--- src/rtl/psr_pkg.sv ---
package psr_pkg;
  localparam int PSR_W     = 32;
  localparam int MODE_W    = 5;
  localparam int NUM_SAVED = 5;
  localparam int IDX_W     = (NUM_SAVED > 1) ? $clog2(NUM_SAVED) : 1;

  localparam logic [PSR_W-1:0] FLAG_MASK = 32'hF000_0000;
  localparam logic [PSR_W-1:0] CTRL_MASK = 32'h0000_00FF;
  localparam logic [PSR_W-1:0] DEF_MASK  = FLAG_MASK | CTRL_MASK;
  localparam logic [PSR_W-1:0] RESET_PSR = 32'h0000_00D3;

  localparam logic [MODE_W-1:0] MODE_USR = 5'b10000;
  localparam logic [MODE_W-1:0] MODE_FIQ = 5'b10001;
  localparam logic [MODE_W-1:0] MODE_IRQ = 5'b10010;
  localparam logic [MODE_W-1:0] MODE_SVC = 5'b10011;
  localparam logic [MODE_W-1:0] MODE_ABT = 5'b10111;
  localparam logic [MODE_W-1:0] MODE_UND = 5'b11011;
  localparam logic [MODE_W-1:0] MODE_SYS = 5'b11111;

  localparam logic [1:0] WK_WORD  = 2'd0;
  localparam logic [1:0] WK_FLAGS = 2'd1;
  localparam logic [1:0] WK_IMM   = 2'd2;

  // Bits of old outside mask survive; bits inside come from upd.
  function automatic logic [PSR_W-1:0] psr_merge(input logic [PSR_W-1:0] old,
                                                 input logic [PSR_W-1:0] upd,
                                                 input logic [PSR_W-1:0] mask);
    return (old & ~mask) | (upd & mask);
  endfunction

  // Which bits a software write may touch.
  function automatic logic [PSR_W-1:0] psr_wr_mask(input logic [1:0] kind,
                                                   input logic priv);
    logic [PSR_W-1:0] m;
    case (kind)
      WK_WORD:  m = priv ? DEF_MASK : FLAG_MASK;
      WK_FLAGS: m = FLAG_MASK;
      WK_IMM:   m = FLAG_MASK;
      default:  m = '0;
    endcase
    return m;
  endfunction
endpackage

--- src/rtl/psr_mode_decode.sv ---
module psr_mode_decode
  import psr_pkg::*;
(
  input  logic [MODE_W-1:0] mode,
  output logic              banked,
  output logic [IDX_W-1:0]  idx
);
  always_comb begin
    banked = 1'b1;
    idx    = '0;
    case (mode)
      MODE_FIQ: idx = IDX_W'(0);
      MODE_IRQ: idx = IDX_W'(1);
      MODE_SVC: idx = IDX_W'(2);
      MODE_ABT: idx = IDX_W'(3);
      MODE_UND: idx = IDX_W'(4);
      default:  banked = 1'b0;
    endcase
  end
endmodule

--- src/rtl/psr_saved_bank.sv ---
module psr_saved_bank
  import psr_pkg::*;
#(
  parameter int N = NUM_SAVED,
  localparam int IW = (N > 1) ? $clog2(N) : 1
)(
  input  logic             clk,
  input  logic             rst_n,
  input  logic             wr_en,
  input  logic [IW-1:0]    wr_idx,
  input  logic [PSR_W-1:0] wr_word,
  input  logic [IW-1:0]    rd_idx,
  output logic [PSR_W-1:0] rd_word
);
  logic [PSR_W-1:0] slot_q [N];

  for (genvar g = 0; g < N; g++) begin : g_slot
    always_ff @(posedge clk) begin
      if (!rst_n)
        slot_q[g] <= '0;
      else if (wr_en && (wr_idx == IW'(g)))
        slot_q[g] <= psr_merge(slot_q[g], wr_word, DEF_MASK);
    end
  end

  always_comb begin
    rd_word = '0;
    for (int i = 0; i < N; i++)
      if (rd_idx == IW'(i)) rd_word = slot_q[i];
  end
endmodule

--- src/rtl/psr_unit.sv ---
module psr_unit
  import psr_pkg::*;
(
  input  logic             clk,
  input  logic             rst_n,
  input  logic             rd_sel_saved,
  output logic [PSR_W-1:0] rd_data,
  output logic [PSR_W-1:0] cur_psr,
  input  logic             wr_en,
  input  logic             wr_saved,
  input  logic [1:0]       wr_kind,
  input  logic [PSR_W-1:0] wr_data,
  input  logic             ret_en,
  input  logic             exc_en,
  input  logic [PSR_W-1:0] exc_psr
);
  logic [PSR_W-1:0] cur_q, cur_d;
  logic             cur_banked, exc_banked, cur_priv;
  logic [IDX_W-1:0] cur_idx, exc_idx;
  logic [PSR_W-1:0] bank_rd, saved_cur;
  logic             exc_take, ret_take, sw_cur_take, sw_sav_take;
  logic             bank_we;
  logic [IDX_W-1:0] bank_widx;
  logic [PSR_W-1:0] bank_wword;

  psr_mode_decode u_cur_dec (.mode(cur_q[MODE_W-1:0]),   .banked(cur_banked), .idx(cur_idx));
  psr_mode_decode u_exc_dec (.mode(exc_psr[MODE_W-1:0]), .banked(exc_banked), .idx(exc_idx));

  assign cur_priv  = (cur_q[MODE_W-1:0] != MODE_USR);
  assign saved_cur = cur_banked ? bank_rd : '0;

  // Arbitration events, exposed for the checker.
  assign exc_take    = exc_en;
  assign ret_take    = ret_en & ~exc_en & cur_banked;
  assign sw_cur_take = wr_en & ~exc_en & ~ret_en & ~wr_saved;
  assign sw_sav_take = wr_en & ~exc_en & ~ret_en &  wr_saved & cur_banked;

  always_comb begin
    cur_d = cur_q;
    if (exc_take)
      cur_d = psr_merge(cur_q, exc_psr, DEF_MASK);
    else if (ret_take)
      cur_d = psr_merge(cur_q, saved_cur, DEF_MASK);
    else if (sw_cur_take)
      cur_d = psr_merge(cur_q, wr_data, psr_wr_mask(wr_kind, cur_priv));
  end

  always_comb begin
    bank_we    = 1'b0;
    bank_widx  = cur_idx;
    bank_wword = cur_q;
    if (exc_take) begin
      bank_we    = exc_banked;
      bank_widx  = exc_idx;
      bank_wword = cur_q;
    end else if (sw_sav_take) begin
      bank_we    = 1'b1;
      bank_widx  = cur_idx;
      bank_wword = psr_merge(saved_cur, wr_data, psr_wr_mask(wr_kind, 1'b1));
    end
  end

  psr_saved_bank #(.N(NUM_SAVED)) u_bank (
    .clk(clk), .rst_n(rst_n),
    .wr_en(bank_we), .wr_idx(bank_widx), .wr_word(bank_wword),
    .rd_idx(cur_idx), .rd_word(bank_rd)
  );

  always_ff @(posedge clk) begin
    if (!rst_n) cur_q <= RESET_PSR;
    else        cur_q <= cur_d;
  end

  assign cur_psr = cur_q;
  assign rd_data = rd_sel_saved ? saved_cur : cur_q;
endmodule

--- config.mk ---
export PLATFORM = sky130hd
export DESIGN_NAME = psr_unit
export DESIGN_NICKNAME = d
export VERILOG_FILES = /design/src/rtl/psr_pkg.sv /design/src/rtl/psr_mode_decode.sv /design/src/rtl/psr_saved_bank.sv /design/src/rtl/psr_unit.sv
export SDC_FILE = /design/constraint.sdc
export NUM_CORES = 1
export LEC_CHECK = 0
export ABC_AREA = 1
export CAP_MARGIN = 20
export CORE_MARGIN = 2
export CORE_UTILIZATION = 57
export CTS_BUF_LIST = sky130_fd_sc_hd__clkbuf_16
export DETAILED_ROUTE_END_ITERATION = 16
export DONT_BUFFER_PORTS = 1
export GPL_TIMING_DRIVEN = 0
export PLACE_DENSITY = 0.75
export SYNTH_ARGS = -nofsm -noshare
export SYNTH_HDL_FRONTEND = slang
export SYNTH_SLANG_ARGS = --single-unit
--- constraint.sdc ---
create_clock -name clk -period 2.7 [get_ports clk]
set_clock_uncertainty 0.2 [all_clocks]
set_input_delay 0.27 -clock clk [delete_from_list [all_inputs] [get_ports clk]]
set_output_delay 0.27 -clock clk [all_outputs]
set_load 0.005 [all_outputs]
# After elaboration in Yosys (flattened, before gate mapping)
# Memories as Yosys holds them, arrays and structs flattened.
# Index checks and enable logic that the tools add are counted.
# word_totals
regBits	32
ram_bits	160
output_inout_bits	64
mem_count	1
# op_classes
n_eq_ne	21
muxes	48
n_bitwise	30
reduce_logical	12
# memory_table
name	words	word_bits	read_ports	rd_clocked_by_memory_dff	wr	line	text
u_bank.slot_q	5	32	5	0	5	psr_saved_bank.sv:15	logic [PSR_W-1:0] slot_q [N];
# op_table
op	count
two-way mux 32 bit	22
bitwise OR 28 x 32 -> 32 bit	7
AND 32 bit	4
case mux 32 bit (2 select lines)	2
inverter 32 bit	2
bitwise OR 32 bit	2
equality test 5 bit (second input constant)	10
case mux 3 bit (4 select lines)	2
two-way mux 1 bit	20
equality test 3 x 2 -> 1 bit (second input constant)	4
OR reduction 5 bit	2
two-way mux 8 bit	1
AND 1 bit	7
equality test 3 x 1 -> 1 bit (second input constant)	2
equality test 3 bit (second input constant)	2
logical NOT 3 bit	2
logical AND 1 bit	5
inequality test 5 bit (second input constant)	1
bitwise OR 1 bit	5
two-way mux 3 bit	1
inverter 1 bit	3
nonzero test 3 bit	1
equality test 2 x 1 -> 1 bit (second input constant)	1
equality test 2 bit (second input constant)	1
2 further kinds	2

# Longest topological paths before layout
# depth
word_depth	15
depth_mapped	13
ltp_nobuf	12

# By module
# From an unflattened synthesis, not the netlist that was laid out.
# hier_totals
hier_cells	692
hier_area_um2	4890.9
# modules_own_cells
module	instances	cells_each	area_per_inst_um2
psr_saved_bank	1	303	2901.5
psr_unit	1	353	1809.2
psr_mode_decode	2	18	90.1

# Worst setup path after synthesis
# Ideal clock, no wire load.
# synth_timing
kind	register to register
startpoint	register with a tool-made name
endpoint	memory u_bank.slot_q[1][0] (enable)
setup_time_ps	398
t_arrival_ps	2176
required_ps	2102
setup_slack_ps	-73
stages_incl_launch_ff	8
period_less_slack_ps	2773
path_cell_list	dfxtp_1 > buf_2 > nand4_1 > nand4_4 > nand2_4 > nand2_4 > nand3_4 > o21ai_0
# synth_lines
item	line
to (decl)	psr_saved_bank.sv:15

==> impl_results.md <==
- Status: finished, final reports clean
- Final Wtd Congestion: between 0.9 and 1
- Synth unique cells: 31
- Global-route wire length before repair: about 20000 um
- Top-count cell post-synth: nand2_1
- Simple-gate share of the synthesized area: between 30 and 40%
- Largest family of logic cells by synthesized area: simple AND/OR/NAND/NOR gates
- ANT cells: 0
- Sum Neg Setup Slack: 0 ps
- Sink Count: just over 70
- Gr usage total: about 30%
- Number of global-route vias before repair: roughly 4k
- TritonCTS buffer count: 9
- Yosys warns: 0
- Worst-path clk slew: 60 ps
- Adder-cell area share of the yosys netlist: 0%
- Maximum buffer depth of the clock tree: 2
- Worst hold path type: input port to flip-flop
- Worst-Margin Slew: between 500 and 600 ps
- Die area: ~9000 um2
- Initial antenna violation count: 0
- Synthesized area: approximately 4800 um2
- IR drop worst, VDD: roughly 480 uV
- Root Buffer: clkbuf_16
- Max-Cap Viols: 0
- Synth Register Bits: 72
- Critical path capture point type: flip-flop
- Total gr overflow: 0
- Startpoint types: flip-flop
- Filler cells: approximately 700
- Critical Path AT: between 2000 and 2500 ps
- Hold Path Depth: 4
- Cells on worst reg2reg path: 9
- Total Wirelength: 13400 um
- Largest area contributor in the netlist: edfxtp_1
- Fmax: approximately 0.38 GHz
- Commonest cells in the synthesized netlist: nand2_1 (146), nor2_1 (78), edfxtp_1 (60)
- Power density over the cells: 607 nW/um2
- Count of final max-slew check failures: 0
- Pre-Repair DR Iteration Count: 8
- Register area: 2050 um2
- Fin crit share: 97.5%
- Static Leakage: 2.63 nW
- Largest net degree at the start of global routing: 14
- # DRC: 0
- Die height: ~96 um
- Xor-xnor portion of the synthesized cell area: 0%
- Syn-to-layout area delta: 15.5%
- Synth area leaders: edfxtp_1 (38%), nand2_1 (11%), buf_4 (6.6%)
- Synth Area in Compound Gates: 9.86%
- Final Hold Fails: 0
- CORE AREA: around 8200 um2
- Top-area cell type share of the netlist area: a little under two fifths
- Htree depth: 3
- Syn avg cell area: between 7 and 8 um2
- Initial Util: 58.7%
- Share of cells above drive strength 1: slightly above 20%
- Hold slack final: approximately 14 ps
- Crit path required time: between 2000 and 3000 ps
- Final antenna-violating net count: 0
- # IOs: 137
- Slew HR: 59.9%
- Mapped Cells: between 600 and 700
- Total number of vias: 4563
- Dpl hpwl: slightly below 10000 um
- Die X: 95.8 um
- Clock latency on the worst-skew pair: approximately 330 ps
- Critical path class: flip-flop to flip-flop
- Top FF cell, synth: edfxtp_1
- Routed length per instance: 16.7 um
- # nets final: approximately 770
- Final setup viols: 0
- CTS tree: done
- # rows: 33
- Multi-input combinational cell area: roughly 2200 um2
- Seq/Total Area, Yosys: approximately 43%
- Drt first-iter violations: 520
- Crit path max fanout: 10
- Post-synth EDFFs: 60
- Port Buf Inserts: 0
- Mux share of post-synthesis cell area: 0%
- DR vias/cell: around 5.7
- Tmin final: 2630 ps
- Reg-to-reg slack, setup: approximately 67 ps
- Post-layout util: 67.8%
- Asr flop ratio synth: 0%
cell families after synthesis:
logic type / after synthesis
buffers and inverters: 129
AOI/OAI and AO/OA: 85
other: 1
DFF: 72
and+or+nand+nor: 343
worst max-delay path, cell delays in order (launching register included):
cell and delay [ps]:
dfxtp_2 430, inv_2 90, nor2_4 210, nand3_4 190, nand4_4 160, nand2_4 90, nand2_4 140, nand3_4 100
o21ai_1 430, buf_4 270
metrics by stage:
step                cell area [um2]  instances  setup WS [ps]  total power, W
finish                         5540        803           67.1         0.00337
global route                   5540        803          -15.1         0.00350
floorplan                      4940        669          -73.3         0.00186
global placement               5080        774           -745         0.00203
CTS                            5500        801           39.4         0.00333
detailed placement             5090        776          -7.38         0.00205
layer usage:
metal | GRT usage [%] | up-vias | part of all wire (%)
met1 | 37.8 | 2080 | 38
met5 | 0 | - | 0
li1 | - | 2140 | -
met3 | 5.32 | 47 | 10
met4 | 13.1 | 0 | 3.2
met2 | 50.6 | 296 | 49
timing repair:
item,CTS,global route
buffers inserted,3,3
setup endpoints to repair,21,28
hold endpoints to repair,6,0
pin swaps,2,1
hold buffers,6,0
resized for setup,8,15
cloned,0,0
power by group:
part           switching (W)  internal (W)
Sequential         0.0000465       0.00126
Combinational       0.000530      0.000245
Clock               0.000474      0.000809
Total                0.00105       0.00232
path summary, 6_finish.rpt:
| kind | start | end |
|---|---|---|
| worst min register to register | flip-flop | flip-flop |
| worst max-delay path | flip-flop | u_bank.slot_q[3][5]$_SDFFCE_PN0P_ |
| worst max register to register | flip-flop | u_bank.slot_q[3][5]$_SDFFCE_PN0P_ |
| worst min-delay path | exc_psr[31] | flip-flop |
layout by cell type (no fill, tap or decap), drive strengths merged:
cell / instances
nand2: 156
nor2: 90
buf: 64
inv: 61
edfxtp: 60
nand3: 52
a21oi: 52
conb: 40
nand4: 35
o21ai: 32
clkbuf: 20
dfxtp: 12
or2: 9
dlygate4sd3: 6
clkinvlp: 3
clkinv: 2
bufinv: 2
nor3: 1
o21a: 1
layout make-up:
type | count | share of cell area (%)
flip-flops and latches | 72 | 37.0
inverters | 61 | 4.13
clock buffers | 9 | 4.06
plain buffers | 67 | 8.06
clock inverters | 7 | 1.72
multi-input cells | 468 | 40.5
well taps | 105 | 2.37
repair buffers | 14 | 2.17
No activity file was read; power rests on OpenSTA's default activity.
